$ cat src/rtl/atm_tc_pkg.sv
package atm_tc_pkg;
  localparam int SCR_LEN  = 43;
  localparam int CELL_LEN = 53;
  localparam int HDR_LEN  = 4;

  typedef struct packed {
    logic [SCR_LEN-1:0] st;
    logic [7:0]         d;
  } scr_res_t;

  // CRC-8, generator x^8+x^2+x+1, one byte MSB first
  function automatic logic [7:0] hec_step(input logic [7:0] crc, input logic [7:0] b);
    logic [7:0] c;
    c = crc ^ b;
    for (int i = 0; i < 8; i++)
      c = c[7] ? ((c << 1) ^ 8'h07) : (c << 1);
    return c;
  endfunction

  // self-synchronizing x^43+1 scrambling of one byte, MSB first
  function automatic scr_res_t scr_byte(input logic [SCR_LEN-1:0] st, input logic [7:0] b);
    scr_res_t r;
    logic o;
    r.st = st;
    r.d  = '0;
    for (int i = 7; i >= 0; i--) begin
      o      = b[i] ^ r.st[SCR_LEN-1];
      r.d[i] = o;
      r.st   = {r.st[SCR_LEN-2:0], o};
    end
    return r;
  endfunction

  // default substitute cell content: sel 0 idle, sel 1 filler
  function automatic logic [7:0] tmpl_default(input logic sel, input int idx);
    if (idx == 3)      return sel ? 8'h0B : 8'h01;
    else if (idx < 5)  return 8'h00;
    else               return 8'h6A;
  endfunction
endpackage

$ cat src/rtl/atm_tc_hec.sv
module atm_tc_hec
  import atm_tc_pkg::*;
(
  input  logic       clk,
  input  logic       rst_n,
  input  logic       clr,
  input  logic       en,
  input  logic [7:0] din,
  output logic [7:0] crc
);
  always_ff @(posedge clk) begin
    if (!rst_n || clr) crc <= '0;
    else if (en)       crc <= hec_step(crc, din);
  end

  p_hec_cleared_r1: assert property (@(posedge clk) disable iff (!rst_n)
    clr |=> (crc == 8'h00));
endmodule

$ cat src/rtl/atm_tc_scrambler.sv
module atm_tc_scrambler
  import atm_tc_pkg::*;
(
  input  logic       clk,
  input  logic       rst_n,
  input  logic       adv,
  input  logic [7:0] din,
  output logic [7:0] dout
);
  logic [SCR_LEN-1:0] state;
  scr_res_t           res;

  always_comb res = scr_byte(state, din);
  assign dout = res.d;

  always_ff @(posedge clk) begin
    if (!rst_n)   state <= '0;
    else if (adv) state <= res.st;
  end

  p_scr_hold_r4: assert property (@(posedge clk) disable iff (!rst_n)
    !adv |=> $stable(state));
endmodule

$ cat src/rtl/atm_tc_tmpl.sv
module atm_tc_tmpl
  import atm_tc_pkg::*;
#(
  parameter int IDXW = 6
) (
  input  logic            clk,
  input  logic            rst_n,
  input  logic            reinit,
  input  logic            we,
  input  logic            wsel,
  input  logic [IDXW-1:0] widx,
  input  logic [7:0]      wdata,
  input  logic            rsel,
  input  logic [IDXW-1:0] ridx,
  output logic [7:0]      rdata
);
  logic [7:0] mem [2][CELL_LEN];

  for (genvar s = 0; s < 2; s++) begin : g_sel
    for (genvar i = 0; i < CELL_LEN; i++) begin : g_byte
      always_ff @(posedge clk) begin
        if (!rst_n || reinit)
          mem[s][i] <= tmpl_default(s[0], i);
        else if (we && wsel == s[0] && widx == IDXW'(i))
          mem[s][i] <= wdata;
      end
    end
  end

  always_comb begin
    rdata = 8'h00;
    if (ridx < IDXW'(CELL_LEN)) rdata = mem[rsel][ridx];
  end

  p_reinit_r9: assert property (@(posedge clk) disable iff (!rst_n)
    reinit |=> (mem[1][3] == 8'h0B && mem[0][3] == 8'h01));
endmodule

$ cat src/rtl/atm_tc_formatter.sv
module atm_tc_formatter
  import atm_tc_pkg::*;
#(
  parameter logic [7:0] COSET = 8'h55
) (
  input  logic       clk,
  input  logic       rst_n,
  input  logic       q_avail,
  input  logic       q_soc,
  input  logic [7:0] q_data,
  output logic       q_rd,
  input  logic       line_req,
  output logic       tx_valid,
  output logic       tx_soc,
  output logic [7:0] tx_data,
  input  logic       cfg_ima,
  input  logic       cfg_coset_off,
  input  logic       cfg_scr_off,
  input  logic       tmpl_we,
  input  logic       tmpl_sel,
  input  logic [5:0] tmpl_idx,
  input  logic [7:0] tmpl_wdata,
  input  logic       tmpl_reinit
);
  localparam int IDXW = $clog2(CELL_LEN);
  localparam logic [IDXW-1:0] LAST = IDXW'(CELL_LEN - 1);
  localparam logic [IDXW-1:0] HEC_AT = IDXW'(HDR_LEN);

  logic            busy, use_q;
  logic [IDXW-1:0] idx;
  logic            accept, last_byte, in_hdr, in_hec, in_pay;
  logic [7:0]      src_byte, tmpl_byte, crc, scr_out, out_byte;

  assign accept    = line_req && !busy;
  assign last_byte = busy && idx == LAST;
  assign in_hdr    = busy && idx < HEC_AT;
  assign in_hec    = busy && idx == HEC_AT;
  assign in_pay    = busy && idx > HEC_AT;

  always_ff @(posedge clk) begin
    if (!rst_n) begin
      busy  <= 1'b0;
      idx   <= '0;
      use_q <= 1'b0;
    end else if (accept) begin
      busy  <= 1'b1;
      idx   <= '0;
      use_q <= q_avail;
    end else if (busy) begin
      busy <= !last_byte;
      idx  <= last_byte ? '0 : idx + 1'b1;
    end
  end

  assign q_rd     = busy && use_q;
  assign src_byte = use_q ? q_data : tmpl_byte;

  atm_tc_tmpl #(.IDXW(IDXW)) u_tmpl (
    .clk(clk), .rst_n(rst_n), .reinit(tmpl_reinit),
    .we(tmpl_we), .wsel(tmpl_sel), .widx(IDXW'(tmpl_idx)), .wdata(tmpl_wdata),
    .rsel(cfg_ima), .ridx(idx), .rdata(tmpl_byte)
  );

  atm_tc_hec u_hec (
    .clk(clk), .rst_n(rst_n), .clr(accept), .en(in_hdr),
    .din(src_byte), .crc(crc)
  );

  atm_tc_scrambler u_scr (
    .clk(clk), .rst_n(rst_n), .adv(in_pay && !cfg_scr_off),
    .din(src_byte), .dout(scr_out)
  );

  always_comb begin
    if (in_hec)                    out_byte = crc ^ (cfg_coset_off ? 8'h00 : COSET);
    else if (in_pay && !cfg_scr_off) out_byte = scr_out;
    else                           out_byte = src_byte;
  end

  always_ff @(posedge clk) begin
    if (!rst_n) begin
      tx_valid <= 1'b0;
      tx_soc   <= 1'b0;
      tx_data  <= '0;
    end else begin
      tx_valid <= busy;
      tx_soc   <= busy && idx == '0;
      tx_data  <= out_byte;
    end
  end

  p_soc_valid_r6: assert property (@(posedge clk) disable iff (!rst_n)
    tx_soc |-> tx_valid);
  p_gapless_r6: assert property (@(posedge clk) disable iff (!rst_n)
    busy |=> tx_valid);
  p_req_ignored_r7: assert property (@(posedge clk) disable iff (!rst_n)
    (busy && !last_byte) |=> (busy && $stable(use_q)));
  p_qrd_user_r8: assert property (@(posedge clk) disable iff (!rst_n)
    q_rd |-> (busy && use_q));
  p_q_align_r8: assert property (@(posedge clk) disable iff (!rst_n)
    (q_rd && idx == '0) |-> q_soc);
endmodule

$ cat config.mk
export PLATFORM = sky130hd
export DESIGN_NAME = atm_tc_formatter
export DESIGN_NICKNAME = d
export VERILOG_FILES = /design/src/rtl/atm_tc_pkg.sv /design/src/rtl/atm_tc_hec.sv /design/src/rtl/atm_tc_scrambler.sv /design/src/rtl/atm_tc_tmpl.sv /design/src/rtl/atm_tc_formatter.sv
export SDC_FILE = /design/constraint.sdc
export NUM_CORES = 2
export LEC_CHECK = 0
export BUFFER_PORTS_ARGS = -buffer_cell sky130_fd_sc_hd__buf_2
export CAP_MARGIN = 20
export CORE_MARGIN = 8
export CORE_UTILIZATION = 25
export CTS_CLUSTER_DIAMETER = 80
export CTS_CLUSTER_SIZE = 12
export DETAILED_ROUTE_END_ITERATION = 10
export HOLD_SLACK_MARGIN = 0.05
export SYNTH_ARGS = -nofsm -noshare
export SYNTH_HDL_FRONTEND = slang
export SYNTH_SLANG_ARGS = --single-unit
$ cat constraint.sdc
create_clock -name clk -period 5.3 [get_ports clk]
set_clock_uncertainty 0.05 [all_clocks]
set_input_delay 0.795 -clock clk [delete_from_list [all_inputs] [get_ports clk]]
set_output_delay 0.795 -clock clk [all_outputs]
set_load 0.1 [all_outputs]
==> results.txt <==
----------------------------------------------------
[Setup path]
  Kind of capture point of the worst setup path ... flip-flop
  Number of cells on the worst reg-to-reg path ... 12
  Category of the critical setup timing path ... reg -> reg
  Highest cell delay on the worst timing path ... between 0.7 and 0.8 ns
  Worst-path fanout max ... 24
  Endpoint of the worst-slack reg-to-reg timing path ... u_hec.crc[3]$_SDFFE_PP0P_
  Element type at the critical path start ... flip-flop
  Worst EP required ... approximately 5.9 ns
  Data arrival time of the worst path ... approximately 5.2 ns
  Buffer and inverter count on the worst path ... 2
  Crit-path cells ... buf_4, mux4_2, mux2i_1, o21ai_0, o311a_1, o41ai_1, buf_4, nand2_1, xor2_1, xnor3_1, or4_1, nand2_1
  Reg-to-reg startpoint ... idx[1]$_SDFFE_PP0P_
  Top Family by Delay on Critical Path ... compound AO/OA/AOI/OAI gates
  Setup slack of the worst register-to-register path ... between 0.6 and 0.7 ns
  Slowest cell on the critical path ... sky130_fd_sc_hd__o41ai_1

[Die]
  Standard-cell row count ... between 150 and 200
  Die area ... between 0.15 and 0.2 sq mm
  Starting Density ... about a quarter
  Die width ... around 430 um
  Core Area ... between 0.15 and 0.2 sq mm
  Top-Level Pins ... 44
  Y dimension of the die ... ~430 um

[Timing]
  Transition time of the tightest slew-check pin ... about 1.1 ns
  Number of failing hold endpoints at the final stage ... 0
  Max-slew violation count ... 0
  Maximum achievable frequency ... between 0.2 and 0.25 GHz
  Post-Route Setup TNS ... 0 ns
  RSZ-0062 raised after global routing ... no
  Post-layout min period ... 4.64 ns
  Period utilization ... between 80% and 90%
  Rel. slew slack ... between 20% and 30%
  Number of failing setup endpoints in the final timing report ... 0

[Logic synthesis]
  Synthesized-area fraction occupied by ao, oa, aoi and oai cells ... under 10%
  Ys flop type ... sky130_fd_sc_hd__edfxtp_1
  Top cells by area, synth ... sky130_fd_sc_hd__edfxtp_1, sky130_fd_sc_hd__mux4_2, sky130_fd_sc_hd__and2_1
  Fraction of synthesized cell area taken by the top area cell type ... 58.8%
  Share of cell area taken by muxes after synthesis ... 12.7%
  Ys Warns ... 0
  Most common cell in the synthesized netlist ... sky130_fd_sc_hd__edfxtp_1
  XOR/XNOR share of the synthesized area ... less than 1%
  Cells after Synth ... around 3100
  Post-synthesis adder-cell area fraction ... 0.0867%
  Number of enable flip-flop cells after synthesis ... 848
  Combined area of all synthesized cells ... 0.0433 sq mm
  Area leader, netlist ... sky130_fd_sc_hd__edfxtp_1
  Share of flip-flops with an asynchronous set or reset ... 0%
  Most frequent cells after synthesis ... sky130_fd_sc_hd__edfxtp_1, sky130_fd_sc_hd__and2_1, sky130_fd_sc_hd__or3_1, sky130_fd_sc_hd__clkbuf_1, sky130_fd_sc_hd__mux4_2
  Mean instance size in the synthesized netlist ... 14.0 sq um
  Synth Area in Simple Gates ... 16.2%
  Sequential fraction of the synthesis area ... 62.0%
  Net Count, Synth ... roughly 3100
  Synth cell types ... 74
  Combinational family with the most area after synthesis ... simple AND/OR/NAND/NOR gates
  Synthesis-stage register bit count ... ~900

[Cells and area]
  Number of nets at the end of the flow ... between 3000 and 4000
  Area growth, synth to finish ... 13.5%
  Utilization after layout ... between 20 and 30%
  Share of layout cells above drive strength 1 ... 17.9%

[Placement]
  Final weighted congestion in routability-driven placement ... ~0.85
  Total half-perimeter wirelength after legalization and detailed placement ... around 83000 um
  Port Buf Inserts ... 42

[Drt]
  Total vias in the final route ... roughly 27000
  Initial detailed-routing violation count ... just over 3000
  Final WL ... ~120000 um
  ANT nets after route ... 0
  Detail-routed net length per standard cell ... 22.9 um
  Detailed Routing Iterations Pass 1 ... 6
  Detail-routed via count per cell ... roughly 4.9
  Count of unresolved DRC violations after routing ... 0

[CTS]
  CTS resizes ... 0
  Worst-case clock buffer depth ... 3
  CTS sink cnt ... ~920
  Clock latency on the worst-skew pair ... 0.67 ns
  TritonCTS clock tree ... yes
  Clock slew at the register clock pins of the worst setup and hold paths ... ~0.06 ns
  Number of post-CTS setup repair buffers ... 0
  H-tree depth ... 3
  Cts hold-fix bufs ... 0
  Clock buffer count from CTS ... 87
  Clock Root Buffer ... sky130_fd_sc_hd__clkbuf_16

[Global route]
  Antenna violations before repair ... 4
  Pin count of the biggest net entering global routing ... 80
  Aggregate global routing overflow ... 0
  Via count of the first global-routing pass ... 26300
  Global Route Usage Sum ... 12.9%
  First-pass GRT wire length ... 183000 um

[Run status]
  Result of the run ... finished, final reports clean

[Flow run]
  Maximum capacitance violations ... 0

[Hold path]
  Worst Hold Depth ... 3
  Hold Startpoint ... q_avail
  Path class of the lowest-slack min-delay path ... in -> reg
  Capture endpoint of the worst hold path ... use_q$_SDFFE_PN0P_

[Power and ir drop]
  Pwr/cell area ... ~310 mW/mm^2
  Sum of internal, switching and leakage power ... about 15 mW
  Peak supply drop ... about 0.21 mV
  Leakage power total ... around 16 nW

----------------------------------------------------
-- cell type report --
cell class / instances / area [sq um]
clock inverter: 8 / 106
inverter: 6 / 22.5
fill: 17300 / 123000
clock buffer: 100 / 2270
timing repair buffer: 265 / 2040
antenna: 2 / 5.00
sequential: 917 / 26900
tap: 2310 / 2890
multi-input combinational: 1858 / 14900
-- tightest hold or removal path: stages --
cell                      delay (ns)
sky130_fd_sc_hd__buf_2          0.10
sky130_fd_sc_hd__mux2i_1        0.06
sky130_fd_sc_hd__nor2b_1        0.09
-- worst max-delay path by stage --
stage / startpoint / endpoint / slack, ns / cells after the start
floorplan: cfg_ima / u_hec.crc[3]$_SDFFE_PP0P_ / 1.44 / 14
global placement: cfg_ima / u_hec.crc[3]$_SDFFE_PP0P_ / 0.18 / 13
detailed placement: cfg_ima / u_hec.crc[3]$_SDFFE_PP0P_ / 0.20 / 13
CTS: idx[1]$_SDFFE_PP0P_ / u_hec.crc[3]$_SDFFE_PP0P_ / 0.77 / 12
global route: idx[1]$_SDFFE_PP0P_ / u_hec.crc[3]$_SDFFE_PP0P_ / 0.55 / 12
finish: idx[1]$_SDFFE_PP0P_ / u_hec.crc[3]$_SDFFE_PP0P_ / 0.66 / 12
-- stage by stage --
| step | std cells | worst slack [ns] | hold WS, ns | area (sq um) |
|---|---|---|---|---|
| after floorplan | 3091 | 1.44 | 0.391 | 43300 |
| after global placement | 5353 | 0.184 | 0.403 | 46700 |
| after detailed placement | 5355 | 0.196 | 0.407 | 46700 |
| after CTS | 5463 | 0.773 | 0.324 | 49100 |
| after global routing | 5466 | 0.546 | 0.352 | 49100 |
| final | 5466 | 0.658 | 0.381 | 49100 |
-- registers in the layout, indices dropped and copies added, names as in the netlist --
signal,cells
tx_data,8
u_scr.state,43
busy,1
use_q,1
u_hec.crc,8
tx_valid,1
idx,6
u_tmpl.mem,848
tx_soc,1
-- cells in the final DEF, fill, tap and decap left out, types with 30 or more instances in the layout --
master / instances
sky130_fd_sc_hd__buf_4: 219
sky130_fd_sc_hd__mux2i_1: 56
sky130_fd_sc_hd__o21ai_0: 128
sky130_fd_sc_hd__clkbuf_16: 89
sky130_fd_sc_hd__a21boi_0: 36
sky130_fd_sc_hd__a21oi_1: 30
sky130_fd_sc_hd__and3_1: 36
sky130_fd_sc_hd__edfxtp_1: 848
sky130_fd_sc_hd__and2_1: 440
sky130_fd_sc_hd__nor2_1: 141
sky130_fd_sc_hd__dfxtp_1: 67
sky130_fd_sc_hd__mux4_1: 41
sky130_fd_sc_hd__or3_1: 392
sky130_fd_sc_hd__nand2_1: 142
sky130_fd_sc_hd__mux4_2: 165
sky130_fd_sc_hd__buf_2: 34
-- layer usage --
metal  vias to the layer above  wire (um)  track usage [%]  share of wire [%]
met1                     13600      51600             17.5                 41
met5                         -          0                0                  0
met4                         0       4840             4.84                3.9
met3                       208       9160             1.84                7.3
li1                      11700          -                -                  -
met2                      1123      59300             21.0                 48
-- cells by family after synthesis --
kind of cell               Yosys count
DFF                                917
and+or+nand+nor                   1240
AOI/OAI and AO/OA                  300
adders and majority gates            3
muxes                              273
buffers and inverters              316
xor gates and xnor gates            42
-- report_power, final --
part / leakage, nW / switching (mW) / internal (mW)
combinational: 5.81 / 0.847 / 0.508
clock: 1.16 / 2.65 / 3.02
sequential: 9.09 / 0.121 / 8.23
total: 16.1 / 3.62 / 11.8
Power figures use the tool's default switching activity.
